**src/rtl/mwd_pkg.sv**
```systemverilog
package mwd_pkg;

  localparam int unsigned OCTET_W    = 8;
  localparam int unsigned MAC_OCTETS = 6;
  localparam int unsigned HDR_OCTETS = 2 * MAC_OCTETS;
  localparam logic [OCTET_W-1:0] SYNC_OCTET = 8'hFF;

  typedef enum logic [1:0] {
    PWR_FULL  = 2'd0,
    PWR_LIGHT = 2'd1,
    PWR_DEEP  = 2'd2,
    PWR_OFF   = 2'd3
  } pwr_state_e;

  typedef enum logic [1:0] {
    PH_SYNC = 2'd0,
    PH_ADDR = 2'd1,
    PH_DONE = 2'd2
  } match_phase_e;

endpackage

```
**src/rtl/mwd_rst_sync.sv**
```systemverilog
module mwd_rst_sync (
  input  logic clk,
  input  logic rst_n,
  output logic rst_n_sync
);

  logic [1:0] sync_q;

  always_ff @(posedge clk or negedge rst_n) begin
    if (!rst_n) begin
      sync_q <= '0;
    end else begin
      sync_q <= {sync_q[0], 1'b1};
    end
  end

  assign rst_n_sync = sync_q[1];

endmodule

```
**src/rtl/mwd_arm_ctrl.sv**
```systemverilog
module mwd_arm_ctrl
  import mwd_pkg::*;
(
  input  logic [1:0] pwr_state,
  input  logic       mp_enable,
  output logic       armed
);

  pwr_state_e pwr;

  always_comb begin
    pwr = pwr_state_e'(pwr_state);
    unique case (pwr)
      PWR_FULL:  armed = mp_enable;
      PWR_LIGHT: armed = 1'b1;
      default:   armed = 1'b0;
    endcase
  end

endmodule

```
**src/rtl/mwd_frame_track.sv**
```systemverilog
module mwd_frame_track #(
  parameter int unsigned MIN_FRAME_BYTES = 64,
  parameter int unsigned HDR_BYTES       = 12
) (
  input  logic clk,
  input  logic rst_n,
  input  logic rx_valid,
  input  logic rx_sof,
  input  logic rx_eof,
  input  logic rx_good,
  output logic frame_start,
  output logic payload_vld,
  output logic len_ok,
  output logic frame_good_end
);

  localparam int unsigned CNT_MAX = (MIN_FRAME_BYTES > HDR_BYTES) ? MIN_FRAME_BYTES : HDR_BYTES;
  localparam int unsigned CNT_W   = $clog2(CNT_MAX + 1);
  localparam logic [CNT_W-1:0] CNT_TOP = CNT_W'(CNT_MAX);
  localparam logic [CNT_W-1:0] HDR_C   = CNT_W'(HDR_BYTES);
  localparam logic [CNT_W-1:0] MIN_C   = CNT_W'(MIN_FRAME_BYTES);

  logic             in_frame_q, in_frame_d;
  logic [CNT_W-1:0] cnt_q, cnt_d;
  logic             byte_in;
  logic             upd_en;

  always_comb begin
    frame_start    = rx_valid & rx_sof;
    byte_in        = rx_valid & ~rx_sof & ~rx_eof & in_frame_q;
    payload_vld    = byte_in & (cnt_q >= HDR_C);
    len_ok         = (cnt_q >= MIN_C);
    frame_good_end = rx_eof & in_frame_q & rx_good & len_ok;
  end

  always_comb begin
    in_frame_d = in_frame_q;
    cnt_d      = cnt_q;
    upd_en     = 1'b0;
    if (frame_start) begin
      in_frame_d = 1'b1;
      cnt_d      = CNT_W'(1);
      upd_en     = 1'b1;
    end else if (rx_eof) begin
      in_frame_d = 1'b0;
      cnt_d      = '0;
      upd_en     = 1'b1;
    end else if (byte_in && (cnt_q != CNT_TOP)) begin
      cnt_d      = cnt_q + CNT_W'(1);
      upd_en     = 1'b1;
    end
  end

  always_ff @(posedge clk or negedge rst_n) begin
    if (!rst_n) begin
      in_frame_q <= 1'b0;
      cnt_q      <= '0;
    end else if (upd_en) begin
      in_frame_q <= in_frame_d;
      cnt_q      <= cnt_d;
    end
  end

endmodule

```
**src/rtl/mwd_magic_match.sv**
```systemverilog
module mwd_magic_match
  import mwd_pkg::*;
#(
  parameter int unsigned SYNC_LEN     = 6,
  parameter int unsigned ADDR_REPEATS = 16
) (
  input  logic                            clk,
  input  logic                            rst_n,
  input  logic                            armed,
  input  logic                            frame_start,
  input  logic                            payload_vld,
  input  logic [OCTET_W-1:0]              pay_byte,
  input  logic [MAC_OCTETS*OCTET_W-1:0]   station_addr,
  output logic                            found
);

  localparam int unsigned SYNC_W = $clog2(SYNC_LEN + 1);
  localparam int unsigned IDX_W  = $clog2(MAC_OCTETS);
  localparam int unsigned REP_W  = (ADDR_REPEATS > 1) ? $clog2(ADDR_REPEATS) : 1;
  localparam logic [SYNC_W-1:0] SYNC_FULL = SYNC_W'(SYNC_LEN);
  localparam logic [IDX_W-1:0]  IDX_LAST  = IDX_W'(MAC_OCTETS - 1);
  localparam logic [REP_W-1:0]  REP_LAST  = REP_W'(ADDR_REPEATS - 1);

  logic [MAC_OCTETS-1:0][OCTET_W-1:0] oct;

  // Octets in the order they appear on the wire.
  for (genvar g = 0; g < MAC_OCTETS; g++) begin : g_oct
    assign oct[g] = station_addr[(MAC_OCTETS-1-g)*OCTET_W +: OCTET_W];
  end

  match_phase_e      phase_q, phase_d;
  logic [SYNC_W-1:0] ff_q, ff_d;
  logic [IDX_W-1:0]  idx_q, idx_d;
  logic [REP_W-1:0]  rep_q, rep_d;
  logic [OCTET_W-1:0] exp_oct;
  logic              addr_hit;
  logic              is_sync;
  logic              upd_en;

  always_comb begin
    exp_oct = '0;
    for (int i = 0; i < MAC_OCTETS; i++) begin
      if (idx_q == IDX_W'(i)) exp_oct = oct[i];
    end
    addr_hit = (pay_byte == exp_oct);
    is_sync  = (pay_byte == SYNC_OCTET);
  end

  always_comb begin
    phase_d = phase_q;
    ff_d    = ff_q;
    idx_d   = idx_q;
    rep_d   = rep_q;
    upd_en  = 1'b0;
    if (!armed || frame_start) begin
      phase_d = PH_SYNC;
      ff_d    = '0;
      idx_d   = '0;
      rep_d   = '0;
      upd_en  = 1'b1;
    end else if (payload_vld) begin
      upd_en = 1'b1;
      unique case (phase_q)
        PH_SYNC: begin
          if ((ff_q == SYNC_FULL) && addr_hit) begin
            phase_d = PH_ADDR;
            ff_d    = '0;
            idx_d   = IDX_W'(1);
            rep_d   = '0;
          end else if (is_sync) begin
            if (ff_q != SYNC_FULL) ff_d = ff_q + SYNC_W'(1);
          end else begin
            ff_d = '0;
          end
        end
        PH_ADDR: begin
          if (addr_hit) begin
            if (idx_q == IDX_LAST) begin
              idx_d = '0;
              if (rep_q == REP_LAST) phase_d = PH_DONE;
              else                   rep_d   = rep_q + REP_W'(1);
            end else begin
              idx_d = idx_q + IDX_W'(1);
            end
          end else begin
            phase_d = PH_SYNC;
            idx_d   = '0;
            rep_d   = '0;
            ff_d    = is_sync ? SYNC_W'(1) : '0;
          end
        end
        PH_DONE: begin
          phase_d = PH_DONE;
        end
        default: begin
          phase_d = PH_SYNC;
        end
      endcase
    end
  end

  always_ff @(posedge clk or negedge rst_n) begin
    if (!rst_n) begin
      phase_q <= PH_SYNC;
      ff_q    <= '0;
      idx_q   <= '0;
      rep_q   <= '0;
    end else if (upd_en) begin
      phase_q <= phase_d;
      ff_q    <= ff_d;
      idx_q   <= idx_d;
      rep_q   <= rep_d;
    end
  end

  assign found = (phase_q == PH_DONE);

endmodule

```
**src/rtl/magic_wake_det.sv**
```systemverilog
module magic_wake_det
  import mwd_pkg::*;
#(
  parameter int unsigned MIN_FRAME_BYTES = 64,
  parameter int unsigned SYNC_LEN        = 6,
  parameter int unsigned ADDR_REPEATS    = 16
) (
  input  logic        clk,
  input  logic        rst_n,
  input  logic        rx_valid,
  input  logic        rx_sof,
  input  logic        rx_eof,
  input  logic        rx_good,
  input  logic [7:0]  rx_data,
  input  logic [47:0] station_addr,
  input  logic        mp_enable,
  input  logic [1:0]  pwr_state,
  input  logic        wake_clr,
  output logic        wake_flag
);

  logic rst_n_int;
  logic det_armed;
  logic frame_start;
  logic payload_vld;
  logic frame_len_ok;
  logic frame_good_end;
  logic match_found;
  logic wake_q, wake_d, wake_en, wake_set;

  mwd_rst_sync rst_sync_i (
    .clk        (clk),
    .rst_n      (rst_n),
    .rst_n_sync (rst_n_int)
  );

  mwd_arm_ctrl arm_i (
    .pwr_state (pwr_state),
    .mp_enable (mp_enable),
    .armed     (det_armed)
  );

  mwd_frame_track #(
    .MIN_FRAME_BYTES (MIN_FRAME_BYTES),
    .HDR_BYTES       (HDR_OCTETS)
  ) track_i (
    .clk            (clk),
    .rst_n          (rst_n_int),
    .rx_valid       (rx_valid),
    .rx_sof         (rx_sof),
    .rx_eof         (rx_eof),
    .rx_good        (rx_good),
    .frame_start    (frame_start),
    .payload_vld    (payload_vld),
    .len_ok         (frame_len_ok),
    .frame_good_end (frame_good_end)
  );

  mwd_magic_match #(
    .SYNC_LEN     (SYNC_LEN),
    .ADDR_REPEATS (ADDR_REPEATS)
  ) match_i (
    .clk          (clk),
    .rst_n        (rst_n_int),
    .armed        (det_armed),
    .frame_start  (frame_start),
    .payload_vld  (payload_vld),
    .pay_byte     (rx_data),
    .station_addr (station_addr),
    .found        (match_found)
  );

  // Set beats clear so a wake event in the clearing cycle is kept.
  always_comb begin
    wake_set = frame_good_end & match_found & det_armed;
    wake_en  = wake_set | wake_clr;
    wake_d   = wake_set;
  end

  always_ff @(posedge clk or negedge rst_n_int) begin
    if (!rst_n_int) begin
      wake_q <= 1'b0;
    end else if (wake_en) begin
      wake_q <= wake_d;
    end
  end

  assign wake_flag = wake_q;

endmodule

```
**config.mk**
```make
export PLATFORM = sky130hd
export DESIGN_NAME = magic_wake_det
export DESIGN_NICKNAME = d
export VERILOG_FILES = /design/src/rtl/mwd_pkg.sv /design/src/rtl/mwd_rst_sync.sv /design/src/rtl/mwd_arm_ctrl.sv /design/src/rtl/mwd_frame_track.sv /design/src/rtl/mwd_magic_match.sv /design/src/rtl/magic_wake_det.sv
export SDC_FILE = /design/constraint.sdc
export NUM_CORES = 1
export LEC_CHECK = 0
export BUFFER_PORTS_ARGS = -buffer_cell sky130_fd_sc_hd__buf_4
export CORE_ASPECT_RATIO = 0.75
export CORE_MARGIN = 3
export CORE_UTILIZATION = 30
export CTS_CLUSTER_SIZE = 8
export DETAILED_ROUTE_END_ITERATION = 6
export PLACE_DENSITY = 0.51
export SLEW_MARGIN = 20
export SYNTH_ARGS = -nofsm -noshare
export SYNTH_HDL_FRONTEND = slang
export SYNTH_SLANG_ARGS = --single-unit
```
**constraint.sdc**
```tcl
create_clock -name clk -period 0.8 [get_ports clk]
set_input_delay 0.16 -clock clk [delete_from_list [all_inputs] [get_ports clk]]
set_output_delay 0.16 -clock clk [all_outputs]
set_load 0.02 [all_outputs]
```
Yosys cells after proc, flatten, opt, wreduce, memory -nomap -nowiden. Cells that the tools add are included.

Flip-flop bits (word level): 23. Bits of input ports: 66. Output and inout bits: 1. Logic and storage cells: 109.

Add/sub/neg operators: 4. Magnitude comparators: 2. Equality and inequality tests: 20. Mux-type cells: 45. Bitwise gates (word level): 13. Reductions and logical operators: 17.

Operators by type and width (number): $mux 8 (6); $mux 3 (11); $mux 4 (6); $mux 7 (3); $mux 2 (6); $ne 4x4->1 const B (3); $pmux 3 s2 (2); $and 1x1->1 (10); $reduce_and 5->1 (2); $eq 3x3->1 const B (3); $eq 8x8->1 (1); $eq 8x8->1 const B (1); $mux 1 (8); $pmux 4 s2 (1); $add 7x1->7 const B (1); $ge 7x4->1 const B (1); $ge 7x7->1 const B (1); $ne 7x7->1 const B (1); $add 3x1->3 const B (2); $eq 3x2->1 const B (2); $ne 3x3->1 const B (2); $pmux 2 s3 (1); $reduce_and 6->1 (1); $reduce_bool 3->1 (2); 18 further kinds (24).

Longest topological paths before layout.
Depth in word-level cells: 13. Gate-level depth with buffers: 15. Gate-level depth less buffers: 10.

Modules after synthesis. Synthesis repeated with hierarchy kept, for this count alone.

Cells, all modules: 281. Area, all modules: 2366.0 um^2.

Modules (own cells, without submodules): mwd_magic_match (times used 1, cells an instance 224, area each 1791.7 um^2); mwd_frame_track (times used 1, cells an instance 49, area each 467.9 um^2); mwd_rst_sync (times used 1, cells an instance 3, area each 53.8 um^2); magic_wake_det (times used 1, cells an instance 4, area each 42.5 um^2); mwd_arm_ctrl (times used 1, cells an instance 1, area each 10.0 um^2).

Worst setup path before layout. Ideal clock, no wire load.

Path kind: reg-to-reg. Start point: register match_i.idx_q[0]. End point: register match_i.idx_q[0]. Library setup time: 0.128 ns. Data arrival time: 3.087 ns. Setup slack: -2.415 ns. Stages on the path, launching flop included: 15. Buffers on the path: 5. Period minus slack after synthesis: 3.215 ns. Cells stage by stage: dfrtp_1 -> buf_6 -> buf_2 -> buf_4 -> and2_1 -> ha_1 -> clkbuf_1 -> clkbuf_1 -> a221oi_1 -> mux2i_1 -> nand4_1 -> or3_4 -> nor3_4 -> o21ai_2 -> mux2_1.

Cells in the longest elaborated chain, start to end: 12. Elaborated cells between the ends (all ways): 22. Those cells by class: 1 x add/sub; 7 x eq/ne; 11 x mux; 3 x reduce/logical.

Ends and longest elaborated chain: start, declared (RTL line mwd_magic_match.sv:33) `logic [IDX_W-1:0] idx_q, idx_d;`; start signal, assigned (RTL line mwd_magic_match.sv:111) `idx_q <= idx_d;`; $logic_not 3->1 (RTL line mwd_magic_match.sv:43) `if (idx_q == IDX_W'(i)) exp_oct = oct[i];`; $mux 8 (6 in series) (RTL line mwd_magic_match.sv:43); $eq 8x8->1 (RTL line mwd_magic_match.sv:45) `addr_hit = (pay_byte == exp_oct);`; $mux 3 (RTL line mwd_magic_match.sv:77) `if (addr_hit) begin`; $pmux 3 s2 (RTL line mwd_magic_match.sv:63) `unique case (phase_q)`; $mux 3 (RTL line mwd_magic_match.sv:61) `end else if (payload_vld) begin`; $mux 3 (RTL line mwd_magic_match.sv:55) `if (!armed || frame_start) begin`.

Parallel ways exist; a longest one is shown, timed or not. The select of a mux whose other input is x is not followed. A chain may end at the register's enable or synchronous reset.

Final worst setup path.
Start point: register match_i.idx_q[0]. End point: register match_i.idx_q[2].

The elaborated chain is that of the path after synthesis.

==> impl_metrics.env <==
export IMPL_grt_overflow=0
export IMPL_syn_to_final_growth_pct=79.1
export IMPL_start_kind="flip-flop"
export IMPL_final_period_utilization_pct=357
export IMPL_synth_net_count=355
export IMPL_grt_pass1_vias=2792
export IMPL_ios=67
export IMPL_synth_flop_cell="dfrtp_1"
export IMPL_yosys_area_top_type_share_pct=24.4
export IMPL_power_density_nw_per_um2=831
export IMPL_nNetsFinal=535
export IMPL_hold_violations=0
export IMPL_drive_above_1_share_pct=53.5
export IMPL_antenna_found_initial=0
export IMPL_die_w_um=108
export IMPL_start_util_pct=31.5
export IMPL_fillerInstances=674
export IMPL_cp_startpoint="match_i.idx_q[0]"
export IMPL_status="finished with violations"
export IMPL_synth_seq_area_share_pct=24.4
export IMPL_drtIter0Drc=113
export IMPL_maxSlewViolCount=0
export IMPL_rows=27
export IMPL_r2r_slack_ps=-2060
export IMPL_wl_um=8890
export IMPL_min_from="wake_clr"
export IMPL_first_pass_iters=4
export IMPL_cts_path_max_buffers=2
export IMPL_worstPathMaxFanout=8
export IMPL_finClkSkew_ps=2.32
export IMPL_power_leakage_nw=1.97
export IMPL_grt_max_degree=22
export IMPL_root_buffer="clkbuf_8"
export IMPL_required_ps=950
export IMPL_die_y_um=82.9
export IMPL_yosys_top_cells_area="dfrtp_1, mux2i_1, nor2_1"
export IMPL_cts_tree="yes"
export IMPL_drc_errors=0
export IMPL_viasPerCell=5.05
export IMPL_most_common_layout_cells="buf_4, nor2_1, dfrtp_1"
export IMPL_die_area_um2=8990
export IMPL_crit_end="match_i.idx_q[2]"
export IMPL_synthArstFlopShare_pct=100
export IMPL_port_buffers=66
export IMPL_maxCapViolations=0
export IMPL_drt_wirelength_per_cell_um=15.8
export IMPL_timing_rr_start="match_i.idx_q[0]"
export IMPL_slew_headroom_pct=66.1
export IMPL_endpoint_kind="flip-flop"
export IMPL_cpPeakStageDelay_ps=450
export IMPL_synth_cells=283
export IMPL_worst_slew_pin_transition_ps=509
export IMPL_ys_warn_count=0
export IMPL_ys_types=69
export IMPL_worst_slack_ps=-2060
export IMPL_synth_top_cell_by_area="dfrtp_1"
export IMPL_period_needed_ps=2860
export IMPL_core_area_um2=7500
export IMPL_finalPower_mw=3.52
export IMPL_violations="negative setup slack"
export IMPL_timing_rr_end="match_i.idx_q[2]"
export IMPL_max_vdd_ir_drop_mv=0.709
export IMPL_drtAntennaViolNets=0
export IMPL_cts_buffers=3
export IMPL_hpwl_um=7070
export IMPL_grt_pass1_wl_um=14000
export IMPL_worst_setup_path_type="reg2reg"
export IMPL_hold_class="in2reg"
export IMPL_grt_usage_pct=19.0
export IMPL_final_common_cell="buf_4"
export IMPL_worstPathArrival_ps=3010
export IMPL_syn_area_um2=2360
export IMPL_synth_edf_count=0
export IMPL_clk_latency_ps=260
export IMPL_num_vias=2843
export IMPL_setup_viol_count_final=21
export IMPL_clk_pin_slew_ps=80
export IMPL_cpMostUsedCell="or3_4"
export IMPL_clkSinkCount=23
export IMPL_h_tree_depth=1
export IMPL_whs_ps=68.1
export IMPL_antenna_cells=0
export IMPL_gp_congestion=0.849
export IMPL_yosys_register_bits=23
export IMPL_slowest_stage="dfrtp_2"
export IMPL_syn_avg_cell_area_um2=8.35
export IMPL_rsz0062_at_grt="yes"
export IMPL_fmax_mhz=350
export IMPL_cp_cell_sequence="and2_4 -> ha_4 -> a31o_1 -> o221a_2 -> or3_4 -> or3_4 -> nor3_4 -> o21ai_4 -> mux2_4"
export IMPL_reg2reg_depth=9
-- area by class of cell --
| cell class | count | area (um2) | area share [%] |
|---|---|---|---|
| Tap cell | 101 | 126 | 2.98 |
| Multi-Input combinational cell | 233 | 1930 | 45.7 |
| Sequential cell | 23 | 578 | 13.7 |
| Timing Repair Buffer | 186 | 1490 | 35.2 |
| Clock buffer | 3 | 41.3 | 0.975 |
| Inverter | 16 | 60.1 | 1.42 |
| Clock inverter | 1 | 5.00 | 0.118 |
-- routing by layer --
| layer | vias to the layer above | part of all wire (%) | track usage, % |
|---|---|---|---|
| met5 | - | 0 | 0 |
| met4 | 0 | 0.54 | 1.15 |
| met3 | 4 | 3.6 | 2.25 |
| met2 | 55 | 45 | 28.7 |
| met1 | 1355 | 51 | 30.1 |
| li1 | 1429 | - | - |
-- flip-flops by register name (all words and copies together) (netlist names) --
register / count
track_i.in_frame_q: 1
match_i.ff_q: 3
rst_sync_i.sync_q: 2
match_i.rep_q: 4
match_i.phase_q: 2
match_i.idx_q: 3
track_i.cnt_q: 7
wake_flag: 1
-- cells in the mapped netlist, drive strengths merged, types with 6 or more instances --
cell and instances:
nor2 28, dfrtp 23, nand2 20, inv 16, o21ai 14, mux2i 13
nor3 13, mux2 10, nand4 10, a21oi 9, a221oi 9, buf 9
nand2b 9, o21a 7, ha 6, nor2b 6, or3 6
-- what timing repair did --
action,in CTS,in global routing
pin swaps,13,29
setup endpoints to repair,21,21
gates resized for setup,18,53
gates cloned,0,0
endpoints found under the hold margin,2,0
setup buffers,4,14
hold buffers,1,0
-- critical path, delay by kind of cell (launching register included) --
family,cells,cell delay [ps]
muxes,1,320
AOI/OAI and AO/OA,3,570
and+or+nand+nor,4,1200
DFF,1,450
adders and majority gates,1,200
-- where the power goes --
| group | switching (mW) | internal [mW] |
|---|---|---|
| clock | 0.374 | 0.348 |
| sequential | 0.0197 | 1.19 |
| combinational | 0.683 | 0.909 |
-- logic make-up after synthesis --
| logic type | after synthesis | synth area share, % |
|---|---|---|
| multiplexers | 23 | 10.4 |
| adder cells (fa/ha/maj) | 6 | 3.18 |
| AO/OA/AOI/OAI | 80 | 25.6 |
| other | 1 | 0.159 |
| XOR/XNOR | 6 | 2.22 |
| AND/OR/NAND/NOR | 117 | 27.6 |
| flip-flops | 23 | 24.4 |
| buffers and inverters | 27 | 6.46 |
-- per-stage QoR --
| stage | setup TNS, ps | setup WS, ps | instances | area [um2] | utilization [%] |
|---|---|---|---|---|---|
| global route | -34180 | -2190 | 563 | 4230 | 56.5 |
| global placement | -29860 | -2020 | 542 | 3730 | 49.7 |
| floorplan | -30100 | -2190 | 283 | 2440 | - |
| CTS | -31810 | -2140 | 551 | 3900 | 52.0 |
| detailed placement | -31190 | -2160 | 542 | 3730 | 49.7 |
| finish | -31580 | -2060 | 563 | 4230 | 56.5 |
-- how the worst min path moves through the flow --
stage / to / slack [ps] / cells after the start
2_1_floorplan: rst_sync_i.sync_q[0] / -140 / 0
3_3_place_gp: rst_sync_i.sync_q[1] / -60 / 1
3_5_place_dp: rst_sync_i.sync_q[1] / -60 / 1
4_1_cts: wake_flag / 60 / 2
5_1_grt: wake_flag / 60 / 2
6_report: wake_flag / 70 / 2
Power figures use the tool's default switching activity.
